## config.mk

```make
export PLATFORM = sky130hd
export DESIGN_NAME = acq_seq_top
export DESIGN_NICKNAME = d
export VERILOG_FILES = /design/src/rtl/acq_seq_pkg.sv /design/src/rtl/acq_tick_timer.sv /design/src/rtl/acq_conv_fsm.sv /design/src/rtl/acq_mode_ctl.sv /design/src/rtl/acq_seq_top.sv
export SDC_FILE = /design/constraint.sdc
export NUM_CORES = 1
export LEC_CHECK = 0
export BUFFER_PORTS_ARGS = -buffer_cell sky130_fd_sc_hd__clkbuf_2
export CAP_MARGIN = 30
export CORE_MARGIN = 2
export CORE_UTILIZATION = 55
export DETAILED_ROUTE_END_ITERATION = 8
export HOLD_SLACK_MARGIN = 0.02
export PLACE_DENSITY = 0.84
export SKIP_CTS_REPAIR_TIMING = 1
export SLEW_MARGIN = 20
export SYNTH_ARGS = -nofsm -noshare
export SYNTH_HDL_FRONTEND = slang
export SYNTH_HIERARCHICAL = 1
export SYNTH_SLANG_ARGS = --single-unit
```

## constraint.sdc

```tcl
create_clock -name clk -period 4.3 [get_ports clk]
set_input_delay 0.43 -clock clk [delete_from_list [all_inputs] [get_ports clk]]
set_output_delay 0.43 -clock clk [all_outputs]
set_load 0.1 [all_outputs]
```

## src/rtl/acq_seq_pkg.sv

```systemverilog
`timescale 1ns/1ps
package acq_seq_pkg;

    typedef enum logic [2:0] {
        ST_IDLE,
        ST_MUXEN,
        ST_ADDR,
        ST_CONV,
        ST_WAIT
    } conv_state_e;

    typedef struct packed {
        logic done;    // conversion finished this cycle
        logic exceed;  // result above the setting value
    } sample_evt_t;

    function automatic int unsigned max_u(input int unsigned a, input int unsigned b);
        return (a > b) ? a : b;
    endfunction

    function automatic int unsigned idx_w(input int unsigned n, input int unsigned f);
        return $clog2(max_u(max_u(n, f), 2));
    endfunction

    function automatic int unsigned interval_cycles(input int unsigned clk_hz,
                                                    input int unsigned us);
        return (clk_hz / 1000000) * us;
    endfunction

endpackage

```

## src/rtl/acq_tick_timer.sv

```systemverilog
`timescale 1ns/1ps
module acq_tick_timer #(
    parameter int unsigned TICK_CYCLES = 10000
) (
    input  logic clk,
    input  logic rst,
    input  logic sync_i,
    output logic tick_o
);
    localparam int unsigned TW = $clog2(TICK_CYCLES);
    localparam logic [TW-1:0] LAST = TW'(TICK_CYCLES - 1);

    logic [TW-1:0] cnt;

    always_ff @(posedge clk) begin
        if (rst || sync_i)     cnt <= '0;
        else if (cnt == LAST)  cnt <= '0;
        else                   cnt <= cnt + 1'b1;
    end

    assign tick_o = (cnt == LAST) && !sync_i;

    // an alignment pulse restarts the interval count
    a_r9_sync_restart: assert property (@(posedge clk) disable iff (rst)
        sync_i |=> (cnt == '0));

    // ticks are isolated single-cycle events
    a_r1_tick_single: assert property (@(posedge clk) disable iff (rst)
        tick_o |=> !tick_o);
endmodule

```

## src/rtl/acq_conv_fsm.sv

```systemverilog
`timescale 1ns/1ps
module acq_conv_fsm
    import acq_seq_pkg::*;
#(
    parameter int unsigned MUX_N = 4
) (
    input  logic             clk,
    input  logic             rst,
    input  logic             tick_i,
    input  logic             eoc_i,
    output logic [MUX_N-1:0] mux_en_o,
    output logic             latch_addr_o,
    output logic             adc_start_o,
    output logic             done_o,
    output logic             rdy_o,
    output logic             overrun_o
);
    conv_state_e state;

    always_ff @(posedge clk) begin
        if (rst) begin
            state     <= ST_IDLE;
            rdy_o     <= 1'b0;
            overrun_o <= 1'b0;
        end else begin
            rdy_o <= done_o;
            if (tick_i && state != ST_IDLE) overrun_o <= 1'b1;
            case (state)
                ST_IDLE:  if (tick_i) state <= ST_MUXEN;
                ST_MUXEN: state <= ST_ADDR;
                ST_ADDR:  state <= ST_CONV;
                ST_CONV:  state <= ST_WAIT;
                ST_WAIT:  if (eoc_i) state <= ST_IDLE;
                default:  state <= ST_IDLE;
            endcase
        end
    end

    assign mux_en_o     = {MUX_N{state != ST_IDLE}};
    assign latch_addr_o = (state == ST_MUXEN);
    assign adc_start_o  = (state == ST_CONV);
    assign done_o       = (state == ST_WAIT) && eoc_i;

    // start only follows the address step
    a_r2_start_after_addr: assert property (@(posedge clk) disable iff (rst)
        (state == ST_CONV) |-> ($past(state) == ST_ADDR));

    // ready strobe lasts one cycle
    a_r4_rdy_pulse: assert property (@(posedge clk) disable iff (rst)
        rdy_o |=> !rdy_o);

    // overrun is sticky
    a_r10_overrun_sticky: assert property (@(posedge clk) disable iff (rst)
        overrun_o |=> overrun_o);

    // a tick while busy never restarts the sequence
    a_r10_skip_tick: assert property (@(posedge clk) disable iff (rst)
        (tick_i && state == ST_WAIT && !eoc_i) |=> (state == ST_WAIT));
endmodule

```

## src/rtl/acq_mode_ctl.sv

```systemverilog
`timescale 1ns/1ps
module acq_mode_ctl
    import acq_seq_pkg::*;
#(
    parameter int unsigned NORM_SAMPLES  = 36,
    parameter int unsigned FAULT_SAMPLES = 100,
    parameter int unsigned CNT_W         = 7
) (
    input  logic             clk,
    input  logic             rst,
    input  logic             sync_i,
    input  logic             fault_sync_i,
    input  sample_evt_t      evt_i,
    output logic             fault_o,
    output logic [CNT_W-1:0] idx_o,
    output logic             cycle_done_o
);
    localparam logic [CNT_W-1:0] NORM_LAST  = CNT_W'(NORM_SAMPLES - 1);
    localparam logic [CNT_W-1:0] FAULT_LAST = CNT_W'(FAULT_SAMPLES - 1);

    logic [CNT_W-1:0] limit;
    logic             enter_fault;

    assign limit       = fault_o ? FAULT_LAST : NORM_LAST;
    assign enter_fault = !fault_o && (fault_sync_i || (evt_i.done && evt_i.exceed));

    always_ff @(posedge clk) begin
        if (rst) begin
            fault_o      <= 1'b0;
            idx_o        <= '0;
            cycle_done_o <= 1'b0;
        end else begin
            cycle_done_o <= 1'b0;
            if (enter_fault) begin
                fault_o <= 1'b1;
                idx_o   <= '0;
            end else if (evt_i.done) begin
                if (idx_o == limit) begin
                    idx_o        <= '0;
                    cycle_done_o <= 1'b1;
                    fault_o      <= 1'b0;
                end else begin
                    idx_o <= idx_o + 1'b1;
                end
            end
            if (sync_i) idx_o <= '0;
        end
    end

    // normal index stays inside the normal cycle
    a_r5_norm_bound: assert property (@(posedge clk) disable iff (rst)
        !fault_o |-> (idx_o <= NORM_LAST));

    // fault index stays inside the fault cycle
    a_r8_fault_bound: assert property (@(posedge clk) disable iff (rst)
        fault_o |-> (idx_o <= FAULT_LAST));

    // entering fault mode starts the count afresh
    a_r6_entry_clears: assert property (@(posedge clk) disable iff (rst)
        $rose(fault_o) |-> (idx_o == '0));

    // leaving fault mode coincides with cycle completion
    a_r8_exit_done: assert property (@(posedge clk) disable iff (rst)
        $fell(fault_o) |-> cycle_done_o);
endmodule

```

## src/rtl/acq_seq_top.sv

```systemverilog
`timescale 1ns/1ps
module acq_seq_top
    import acq_seq_pkg::*;
#(
    parameter int unsigned CLK_HZ        = 50000000,
    parameter int unsigned INTERVAL_US   = 200,
    parameter int unsigned NORM_SAMPLES  = 36,
    parameter int unsigned FAULT_SAMPLES = 100,
    parameter int unsigned MUX_N         = 4,
    parameter int unsigned ADDR_W        = 3,
    parameter int unsigned DATA_W        = 14
) (
    input  logic              clk,
    input  logic              rst,
    input  logic              acq_sync,
    input  logic              fault_sync,
    input  logic [DATA_W-1:0] threshold,
    input  logic              adc_eoc,
    input  logic [DATA_W-1:0] adc_data,
    output logic [MUX_N-1:0]  mux_en,
    output logic [ADDR_W-1:0] mux_addr,
    output logic              adc_start,
    output logic              sample_rdy,
    output logic              cycle_done,
    output logic              fault_mode,
    output logic [acq_seq_pkg::idx_w(NORM_SAMPLES, FAULT_SAMPLES)-1:0] sample_idx,
    output logic              overrun
);
    localparam int unsigned TICK_CYCLES = interval_cycles(CLK_HZ, INTERVAL_US);
    localparam int unsigned CNT_W       = idx_w(NORM_SAMPLES, FAULT_SAMPLES);

    logic        tick;
    logic        latch_addr;
    logic        conv_done;
    sample_evt_t evt;

    acq_tick_timer #(.TICK_CYCLES(TICK_CYCLES)) u_timer (
        .clk    (clk),
        .rst    (rst),
        .sync_i (acq_sync),
        .tick_o (tick)
    );

    acq_conv_fsm #(.MUX_N(MUX_N)) u_fsm (
        .clk          (clk),
        .rst          (rst),
        .tick_i       (tick),
        .eoc_i        (adc_eoc),
        .mux_en_o     (mux_en),
        .latch_addr_o (latch_addr),
        .adc_start_o  (adc_start),
        .done_o       (conv_done),
        .rdy_o        (sample_rdy),
        .overrun_o    (overrun)
    );

    assign evt.done   = conv_done;
    assign evt.exceed = (adc_data > threshold);

    acq_mode_ctl #(
        .NORM_SAMPLES  (NORM_SAMPLES),
        .FAULT_SAMPLES (FAULT_SAMPLES),
        .CNT_W         (CNT_W)
    ) u_mode (
        .clk          (clk),
        .rst          (rst),
        .sync_i       (acq_sync),
        .fault_sync_i (fault_sync),
        .evt_i        (evt),
        .fault_o      (fault_mode),
        .idx_o        (sample_idx),
        .cycle_done_o (cycle_done)
    );

    always_ff @(posedge clk) begin
        if (rst)             mux_addr <= '0;
        else if (latch_addr) mux_addr <= ADDR_W'(sample_idx);
    end

    // every multiplexer is enabled before and during the start pulse
    a_r2_en_held: assert property (@(posedge clk) disable iff (rst)
        adc_start |-> ((&mux_en) && $past(&mux_en)));

    // address is settled before the start pulse
    a_r3_addr_stable: assert property (@(posedge clk) disable iff (rst)
        adc_start |-> $stable(mux_addr));

    // start is a single-cycle pulse
    a_r2_start_pulse: assert property (@(posedge clk) disable iff (rst)
        adc_start |=> !adc_start);
endmodule

```

# Word-level counts from Yosys, hierarchy flattened
# Cells that the tools add are included.
# totals
ff_bits,31
latchBits,0
ramBits,0
rom_bits,0
inputBits,33
out_inout_bits,19
elab_cells,47
n_memories,0
# classes
n_addsub,2
n_mul,0
div,0
n_lt_le_gt_ge,1
n_eq_ne,8
shifts,0
muxes,9
bitwise_logic,1
reduce_logical,18
# op_table
cell,count
3-bit one-hot mux with 5 select lines,1
14-bit by 1-bit adder with 14-bit output (second input constant),1
14-bit equality test (second input constant),1
14-bit > comparator,1
7-bit two-way mux,2
7-bit by 1-bit adder with 7-bit output (second input constant),1
7-bit equality test,1
3-bit by 2-bit equality test with 1-bit output (second input constant),2
3-bit two-way mux,2
3-bit OR reduction,2
1-bit logical AND,5
1-bit two-way mux,4
2-bit AND reduction,2
2-bit nonzero test,2
3-bit by 1-bit equality test with 1-bit output (second input constant),1
3-bit equality test (second input constant),1
3-bit logical NOT,1
3-bit nonzero test,1
1-bit logical NOT,2
1-bit logical OR,2
2-bit by 1-bit != test with 1-bit output (second input constant),1
2-bit != test (second input constant),1
2-bit OR reduction,1
1-bit inverter,1

# Longest topological paths before layout
# Gate-level depths: netlist of the first run.
# depth
ltp_word,7
mapped_depth,10
depth_no_buf,10

# By module
# Netlist of the first run, hierarchy kept.
# by_module_without_submodules
module,instances,cells_each,area_per_inst_um2,seq_area_each_um2
acq_tick_timer,1,70,621.8,280.3
acq_seq_top,1,57,447.9,60.1
acq_mode_ctl,1,46,429.2,180.2
acq_conv_fsm,1,23,235.2,100.1

# Least setup slack after synthesis of the first run
# No wires, ideal clock.
# synth_timing
path_type,input to register
start,input port threshold[5]
end,register u_mode.idx_o[1]
setup_time_ns,0.068
t_arrival_ns,2.039
t_required_ns,4.232
slack_ns,2.194
cell_stages,10
n_path_buf,0
path_cell_list,inv_1 -> ha_1 -> and4_1 -> o21ai_1 -> a311oi_1 -> o31a_1 -> a21o_1 -> a211oi_2 -> o21ai_2 -> nor2_1
# synth_lines
element,line,rtl
start: declaration,acq_seq_top.sv:17,"input logic [DATA_W-1:0] threshold,"
end signal: assignment,acq_mode_ctl.sv:43,idx_o <= idx_o + 1'b1;
end: declaration,acq_mode_ctl.sv:15,"output logic [CNT_W-1:0] idx_o,"

==> key figures, run 1 <==
Route
  – DR WL/cell: roughly 11 um
  – DRC Markers: 0
  – DRT Pass-1 Iters: 4
  – DRT Wirelength: roughly 3300 um
  – Vias/cell: a little over 5
  – Via count: between 1500 and 2000
  – Starting DRT DRC Count: between 50 and 60
  – Post-route ant nets: 0

Critical path
  – FF-to-FF Start: u_timer/cnt[7]
  – RR Endpoint: u_fsm/overrun_o
  – Critical-path top delay cell: ha_1
  – Largest stage delay, worst path: 0.30 ns
  – Crit. End Element: flop
  – R2R depth: 5
  – Critical path fanouts, max: 6
  – CP Class: input port to flop
  – Sum of buffers and inverters on the critical path: 2
  – Critical path required time: 4.57 ns
  – Worst-path cell chain: clkbuf_2, inv_1, ha_1, and4_1, o21ai_1, a311oi_1, o31a_1, a21o_1, a211oi_2, o21ai_2, nor2_1
  – Reg2reg setup slack: between 2 and 2.5 ns
  – Crit path max-delay family: compound AO/OA/AOI/OAI gates
  – Critical Path Start Type: input port
  – CP Data Arrival Time: ~2.3 ns

Layout
  – Cell area after layout: a little over 0.002 mm^2
  – Final Core Density: 0.6839
  – Fillers: between 200 and 250
  – Antenna cells: 0
  – Area delta synth->final: 19.41%
  – Fin nets: about 300
  – Ratio of cells with drive above 1 in the final layout: 0.2691

STA
  – Fin crit period: between 1.5 and 2 ns
  – Max-slew headroom: 0.6257
  – Fin Clk Skew: 0.003006 ns
  – Fin crit share: 0.4628
  – Fmax: between 500 and 600 MHz
  – Unrepaired setup endpoints after global routing: false
  – Final setup viols: 0
  – Worst Max-Slew Pin Slew: 0.5603 ns
  – Final Hold Fails: 0
  – Slew Limit Fails: 0
  – Final setup TNS: 0 ns

Clock tree
  – Clock-pin slew on the worst setup and hold paths: 0.10 ns
  – Max Root-Sink Buffers: 2
  – Clock Sinks: 31
  – CTS tree: built
  – H-tree depth: 2
  – Root Buffer: clkbuf_4
  – Num CTS Buffers: 5
  – Clk_lat worst skew: 0.33 ns

Die
  – Rows: 20
  – Core Region: 0.003028 mm^2
  – IO Pins: 52
  – Initial Util: 0.5727
  – Die area: 0.003618 mm^2
  – Die Y: around 60 um
  – Width of the die: 60.15 um

Job
  – Maximum capacitance violations: 0

Synthesis
  – Synth top area share: 0.3579
  – Post-synth ARST share: 0
  – Synthesized flop and latch total: 31
  – Avg Cell Area, Syn: between 8 and 9 um^2
  – Syn Nets: about 250
  – Synth cell count leaders: 32 x nor2_1, 31 x dfxtp_1, 17 x inv_1, 16 x ha_1, 13 x xnor2_1
  – Ys flop type: dfxtp_1
  – Post-synth EDFFs: 0
  – Netlist cell types: 42
  – Synthesized netlist cell count: 196
  – Post-Syn Area: 0.001734 mm^2
  – Top post-synthesis cells by area: dfxtp_1 36%, ha_1 12%, nor2_1 6.9%
  – Synth Warn #: 6
  – Most numerous cell in the Yosys netlist: nor2_1
  – Synth area leader: dfxtp_1
  – Sequential cell area fraction in the yosys report: 0.3579

Global route
  – Vias in the first global route: ~1300
  – Largest net degree at the start of global routing: 14
  – Gr ovfl total: 0
  – Gr usage total: 0.2008
  – Initial antenna violation count: 0
  – First-pass GRT wire length: around 5500 um

Power
  – Pwr dens: ~280 mW/mm^2
  – Peak supply drop: roughly 260 uV
  – Pleak: 0.0009400 uW
  – Pwr Total: 585.9 uW

Placement
  – Placed inst area: 0.001984 mm^2
  – DPL Wire Length: ~2500 um
  – I/O Buffers: around 50
  – GP Congestion: ~0.87

Hold path
  – Hold Path Class: input port to flop
  – Hold EP: u_mode/idx_o[6]
  – Cells on Worst Hold Path: 3
  – Hold path start: acq_sync

Run status
  – Run status: complete, no violations
==> worst register-to-register path: stages, from the launching register on <==
cell	delay [ns]
dfxtp_1	0.37
or4_1	0.53
or4_4	0.56
nor2_1	0.15
o31ai_1	0.09
a21oi_1	0.15
==> registers in the layout, indices dropped and copies added, names as in the netlist <==
name and cells:
u_mode/fault_o 1, u_timer/cnt 14, u_fsm/rdy_o 1, u_fsm/state 3, u_mode/cycle_done_o 1, u_fsm/overrun_o 1, mux_addr 3, u_mode/idx_o 7
==> metrics by stage <==
| step | hold slack [ns] | worst slack [ns] | std cells |
|---|---|---|---|
| after floorplan | 0.4413 | 2.194 | 196 |
| after global placement | 0.4466 | 2.021 | 285 |
| after detailed placement | 0.4439 | 1.963 | 285 |
| after CTS | 0.4212 | 2.306 | 293 |
| after global routing | 0.4293 | 2.194 | 293 |
| final | 0.4248 | 2.310 | 293 |
==> worst max path at each step <==
stage            startpoint              end  depth (start not counted)
5_1_grt        threshold[5]  u_mode/idx_o[5]                         11
6_report       threshold[5]  u_mode/idx_o[1]                         11
4_1_cts        threshold[5]  u_mode/idx_o[4]                         11
3_5_place_dp   threshold[5]  u_mode/idx_o[0]                         11
2_1_floorplan  threshold[5]  u_mode/idx_o[1]                         10
3_3_place_gp   threshold[5]  u_mode/idx_o[1]                         11
==> power breakdown <==
| group | internal [uW] | leakage [uW] | total (uW) | switching, uW |
|---|---|---|---|---|
| clock network | 137 | 0.0000482 | 238 | 101 |
| registers | 288 | 0.000250 | 291 | 2.32 |
| logic | 26.4 | 0.000642 | 57.2 | 30.7 |
==> layer usage <==
| metal | vias up | GRT usage | part of all wire |
|---|---|---|---|
| met5 | - | 0 | 0 |
| met4 | 0 | 0.08889 | 0.016 |
| met3 | 6 | 0.04762 | 0.056 |
| met2 | 51 | 0.3401 | 0.47 |
| met1 | 674 | 0.2394 | 0.46 |
| li1 | 785 | - | - |
==> kinds of logic (layout without fill, tap and decap cells) <==
logic type      count (synthesis)  count (layout)  synth area share
simple gates                   82              82            0.2533
xor+xnor                       19              19           0.09596
compound gates                 21              21           0.08297
fa+ha+maj                      16              16            0.1154
buf+inv                        23              76           0.07142
flops                          31              31            0.3579
mux                             4               4           0.02309
==> area by class of cell <==
class / count / area [um^2] / share of cell area
repair buffers: 51 / 255.2 / 0.1233
clock buffers: 6 / 51.30 / 0.02477
multi-input cells: 142 / 989.7 / 0.4779
well taps: 44 / 55.05 / 0.02659
flip-flops and latches: 31 / 620.6 / 0.2997
inverters: 17 / 63.81 / 0.03082
clock inverters: 2 / 35.03 / 0.01692
==> cells in the final DEF (no fill, tap or decap), types with 2 or more instances in the layout <==
cell type  count
mux2i_1        4
nor4_1         5
clkbuf_4       5
nand3_1        8
nor2_1        32
ha_1          16
clkbuf_2      51
nor3_1         6
dfxtp_1       31
nand4_1        7
xor2_1         6
xnor2_1       13
a21o_1         3
o21ai_0        2
a21oi_1        7
nand2_1        9
inv_1         17
No activity file was read; power rests on OpenSTA's default activity.
==> run 2: changes to the inputs <==
Settings changed: CORE_UTILIZATION 55 to 46, PLACE_DENSITY 0.84 to 0.75.
Clock period 4.3 ns to 1.71 ns, I/O delays scaled along.
==> run 2 against run 1 <==
  * The run now ends with negative setup slack left
  * Global-route usage decreased by 2.3 points
  * Register-to-register slack got worse by 2.4 ns
  * Worst hold slack got worse by 0.21 ns
  * Die area increased by 18%
  * Clock-buffer cell count increased by 2
  * Combinational power increased to 3.2 times the previous value
  * Sequential cell count unchanged
  * Via count increased by 0.73%
  * Total power increased to 2.6 times the previous value
  * Critical path depth decreased by 6
  * Final area increased by 13%
==> key figures, run 2 (same netlist as run 1, synthesis figures left out) <==
Power
  – Pwr dens: ~650 mW/mm^2
  – Pleak: between 0.001 and 0.0015 uW
  – Peak supply drop: 697.9 uV

Global route
  – First-pass GRT wire length: 5740 um
  – Gr ovfl total: 0
  – Initial antenna violation count: 0
  – Vias in the first global route: roughly 1400
  – Largest net degree at the start of global routing: 14
  – Gr usage total: 0.1778

Layout
  – Antenna cells: 0
  – Area delta synth->final: 35.35%
  – Fin nets: 312
  – Commonest non-fill, non-tap cell in the layout: clkbuf_2
  – Non-Filler Instances: ~310
  – Register with the most flip-flops: u_timer/cnt
  – Ratio of cells with drive above 1 in the final layout: 0.3977
  – Max reg flops: 14
  – Biggest regs: u_timer/cnt x14, u_mode/idx_o x7
  – Most frequent cells in the layout: 43 x clkbuf_2, 31 x nor2_1, 23 x dfxtp_1

Critical path
  – Reg2reg setup slack: -0.0003 ns
  – CP Class: flop to flop
  – CP Data Arrival Time: ~1.9 ns
  – Critical Path Start Type: flop
  – Critical path fanouts, max: 3
  – Critical path required time: between 1.5 and 2 ns
  – Crit. End Element: flop

Route
  – DRT Pass-1 Iters: 4
  – Vias/cell: 4.894
  – DRC Markers: 0
  – DRT Wirelength: roughly 3600 um
  – Via count: about 1500
  – Starting DRT DRC Count: 37
  – Post-route ant nets: 0
  – DR WL/cell: 11.64 um

Die
  – Rows: 22
  – Die area: 0.004277 mm^2
  – Initial Util: 0.4773
  – IO Pins: between 50 and 60
  – Core Region: between 0.003 and 0.004 mm^2
  – Width of the die: between 60 and 70 um
  – Die Y: around 65 um

STA
  – Hold Worst Slack: about 0.22 ns
  – Fmax: 584.7 MHz
  – Slew Limit Fails: 0
  – Setup slack after layout: -0.0003433 ns
  – Final Hold Fails: 0
  – Final setup TNS: -0.0003433 ns
  – Max-slew headroom: 0.6318
  – Fin crit share: 1.000
  – Worst Max-Slew Pin Slew: between 0.5 and 0.6 ns
  – Final setup viols: 1
  – Fin Clk Skew: between 0.004 and 0.005 ns
  – Fin crit period: ~1.7 ns
  – Unrepaired setup endpoints after global routing: true

Clock tree
  – Num CTS Buffers: 5
  – Clock-pin slew on the worst setup and hold paths: about 0.060 ns
  – Clock Sinks: 31
  – H-tree depth: 2
  – Max Root-Sink Buffers: 2
  – Root Buffer: clkbuf_8
  – Clk_lat worst skew: about 0.28 ns
  – CTS tree: built

Hold path
  – Hold Path Class: input port to flop

Placement
  – I/O Buffers: 51
  – DPL Wire Length: 2570 um
  – Placed instance count: 303
  – GP Congestion: ~0.78

Job
  – Maximum capacitance violations: 0

Run status
  – Violated checks: negative setup slack
  – Run status: finished, violations left
run 2: changes by cell type in the layout (fill, tap and decap cells not counted), sizes merged:
cell	delta
bufinv	-1
buf	+23
clkinv	-1
clkbuf	-6
run 2: worst paths after layout:
| path | start | endpoint | depth (start not counted) |
|---|---|---|---|
| min reg2reg | u_fsm/overrun_o | u_fsm/overrun_o | 2 |
| max | u_timer/cnt[7] | u_fsm/state[0] | 5 |
| max reg2reg | u_timer/cnt[7] | u_fsm/state[0] | 5 |
| min | adc_eoc | u_fsm/state[2] | 3 |
run 2: worst max-delay path: stages, from the launching register on:
cell,delay (ns)
dfxtp_2,0.31
or4_4,0.53
or4_4,0.48
nor2_4,0.12
nor2_1,0.05
nor4_1,0.14
run 2: power by group:
part,internal [uW],switching [uW]
registers,727,4.44
logic,88.2,93.6
clock network,367,254
run 2: layout make-up:
type	instances	area [um^2]
multi-input combinational	142	1089
sequential	31	630.6
timing repair buffer	66	399.1
inverter	17	68.82
clock buffer	8	100.1
fill	293	1286
tap	48	60.06
run 2: per-layer routing:
metal	vias up	share of wire	routed length, um	GRT usage
met2	53	0.47	1690	0.2857
met5	-	0	0	0
met4	0	0.025	92	0.1016
met1	658	0.44	1587	0.2060
li1	808	-	-	-
met3	8	0.072	261	0.05993
run 2: metrics by stage:
stage                     area (um^2)  setup slack [ns]  power, uW    util
after floorplan                  1758          0.005810      838.8       -
after global placement           2121           -0.1631      897.2  0.5837
after detailed placement         2121           -0.2088      899.8  0.5837
after CTS                        2221          -0.07198       1524  0.6112
after global routing             2347          -0.07690       1618  0.6460
final                            2347        -0.0003433       1533  0.6460
==> run 3: changes to the inputs <==
Settings changed: ABC_AREA from default to 1, CORE_UTILIZATION 46 to 48, PLACE_DENSITY 0.75 to 0.76, SETUP_SLACK_MARGIN from default to 0.5.
==> run 3 against run 2 <==
  * Routed wire length is 34% higher
  * Die area increased by 10%
  * Clock skew is 0.0025 ns higher
  * Non-clock buffer count decreased by 8
  * Setup slack improved by 0.30 ns
  * The run now ends clean
  * Fmax is 21% higher
  * Worst hold slack got worse by 0.013 ns
  * Via count grew 34%
==> key figures, run 3 <==
Run status
  – Run status: complete, no violations

Critical path
  – Critical Path Start Type: flop
  – Crit. End Element: output port
  – Critical path required time: between 1.5 and 2 ns
  – Critical-path top delay cell: dfxtp_4
  – Largest stage delay, worst path: around 0.36 ns
  – Reg2reg setup slack: about 0.36 ns
  – R2R depth: 9
  – FF-to-FF Start: u_fsm/state[1]
  – Crit path max-delay family: buffers and inverters
  – CP Class: flop to output port
  – CP Data Arrival Time: about 1.2 ns
  – Critical path fanouts, max: 4
  – Worst-path cell chain: inv_1, nand3_1, clkinvlp_4, buf_6
  – RR Endpoint: u_mode/idx_o[5]
  – Sum of buffers and inverters on the critical path: 3

Synthesis
  – Synthesized netlist cell count: 304
  – Synth Area in Simple Gates: 0.3510
  – Ys flop type: dfxtp_1
  – Mux cell area share after synthesis: 0.004988
  – Top post-synthesis cells by area: dfxtp_1 31%, nand2_1 15%, inv_1 11%
  – Most numerous cell in the Yosys netlist: nand2_1
  – Synth Warn #: 6
  – Syn Nets: between 300 and 400
  – Largest family of logic cells by synthesized area: simple AND/OR/NAND/NOR gates
  – Post-Syn Area: 0.002007 mm^2
  – Synth Area in Compound Gates: 0.06608
  – Synth top area share: 0.3092
  – Post-synth EDFFs: 0
  – Post-synth ARST share: 0
  – Sequential cell area fraction in the yosys report: 0.3092
  – Synth area leader: dfxtp_1
  – Synthesized flop and latch total: 31
  – Netlist cell types: 22
  – Adder-cell share of the synthesized area: 0.09975
  – Synth cell count leaders: 79 x nand2_1, 59 x inv_1, 36 x nor2_1, 31 x dfxtp_1
  – Avg Cell Area, Syn: approximately 6.6 um^2
  – Synth Area in XOR/XNOR: 0.03055

STA
  – Final setup TNS: 0 ns
  – Final setup viols: 0
  – Unrepaired setup endpoints after global routing: true
  – Fin crit period: about 1.4 ns
  – Fin crit share: 0.8260
  – Worst Max-Slew Pin Slew: around 0.45 ns
  – Fin Clk Skew: between 0.007 and 0.008 ns
  – Setup slack after layout: ~0.30 ns
  – Max-slew headroom: 0.6989
  – Final Hold Fails: 0
  – Fmax: just over 700 MHz
  – Slew Limit Fails: 0

Clock tree
  – Clock-pin slew on the worst setup and hold paths: 0.07 ns
  – Num CTS Buffers: 5
  – CTS tree: built
  – Clk_lat worst skew: around 0.28 ns
  – H-tree depth: 2
  – Max Root-Sink Buffers: 2
  – Clock Sinks: 31
  – Root Buffer: clkbuf_8

Die
  – Initial Util: 0.5017
  – Die area: around 0.0047 mm^2
  – Rows: 23
  – Width of the die: 68.66 um
  – Die Y: 68.66 um
  – Core Region: 0.004000 mm^2
  – IO Pins: 52

Route
  – Post-route ant nets: 0
  – Starting DRT DRC Count: 115
  – DRT Pass-1 Iters: 4
  – DR WL/cell: 11.74 um
  – DRT Wirelength: a little under 5000 um
  – Vias/cell: about 4.9
  – DRC Markers: 0
  – Via count: roughly 2100

Layout
  – Register with the most flip-flops: u_timer/cnt
  – Area delta synth->final: 52.12%
  – Fin nets: roughly 410
  – Antenna cells: 0
  – Non-Filler Instances: between 400 and 500
  – Final Core Density: 0.7632
  – Max reg flops: 14
  – Ratio of cells with drive above 1 in the final layout: 0.4672
  – Biggest regs: u_timer/cnt x14, u_mode/idx_o x7
  – Most frequent cells in the layout: 69 x nand2_1, 45 x inv_1, 26 x clkbuf_2
  – Commonest non-fill, non-tap cell in the layout: nand2_1

Placement
  – Pre-CTS WS: around 0.047 ns
  – DPL Wire Length: ~3300 um
  – I/O Buffers: 51
  – GP Congestion: roughly 0.77
  – Placed instance count: between 400 and 500

Hold path
  – Hold path start: acq_sync
  – Hold EP: u_fsm/overrun_o
  – Hold Path Class: input port to flop
  – Cells on Worst Hold Path: 4

Power
  – Pleak: roughly 0.0013 uW
  – Peak supply drop: around 440 uV
  – Pwr dens: about 670 mW/mm^2

Global route
  – Initial antenna violation count: 0
  – First-pass GRT wire length: roughly 6900 um
  – Gr ovfl total: 0
  – Vias in the first global route: roughly 1700
  – Largest net degree at the start of global routing: 13
  – Gr usage total: 0.1930

Job
  – Maximum capacitance violations: 0
[run 3: cell type report]
class | instances | area [um^2]
clock inverters | 2 | 35.03
multi-input cells | 207 | 1489
well taps | 50 | 62.56
flip-flops and latches | 31 | 666.9
clock buffers | 6 | 82.58
inverters | 62 | 266.5
repair buffers | 58 | 450.4
fillers | 275 | 947.2
[run 3: worst max path at each step]
stage                        start         endpoint  cells after the start  slack, ns
floorplan             threshold[5]  u_mode/idx_o[0]                     12       0.37
global placement      threshold[5]  u_mode/idx_o[0]                     13       0.11
detailed placement    threshold[5]  u_mode/idx_o[0]                     13       0.05
CTS                 u_fsm/state[0]        adc_start                      3       0.12
global route        u_fsm/state[2]        adc_start                      4       0.25
finish              u_fsm/state[2]        adc_start                      4       0.30
[run 3: worst register-to-register path, cell delays in order (launching register included)]
cell and delay (ns):
dfxtp_4 0.37, nor2_4 0.12, nand2_2 0.08, nor2_4 0.18
buf_6 0.15, nand2_4 0.05, nand2_4 0.08, a21oi_4 0.08
nand2_4 0.10, nor2_2 0.04
[run 3: report_power, final]
part / total, uW / switching, uW / internal (uW)
sequential: 739 / 15.3 / 724
combinational: 564 / 339 / 225
clock: 740 / 269 / 471
total: 2040 / 623 / 1420
[run 3: per-stage QoR]
stage | total power [uW] | area [um^2] | hold slack [ns]
floorplan | 1105 | 2250 | 0.2327
global placement | 1167 | 2526 | 0.4320
detailed placement | 1176 | 2526 | 0.4373
CTS | 1922 | 2644 | 0.1361
global route | 2129 | 3053 | 0.2240
finish | 2043 | 3053 | 0.2036
[run 3: per-layer routing]
metal | share of wire | wire (um) | global-route usage
met4 | 0.018 | 89 | 0.06750
met2 | 0.53 | 2596 | 0.3401
met5 | 0 | 0 | 0
met3 | 0.031 | 150 | 0.04708
met1 | 0.42 | 2046 | 0.2259
[run 3: cells by family after synthesis]
| logic type | count (synthesis) |
|---|---|
| compound gates | 22 |
| xor+xnor | 7 |
| fa+ha+maj | 16 |
| buf+inv | 67 |
| flops | 31 |
| mux | 1 |
| simple gates | 160 |
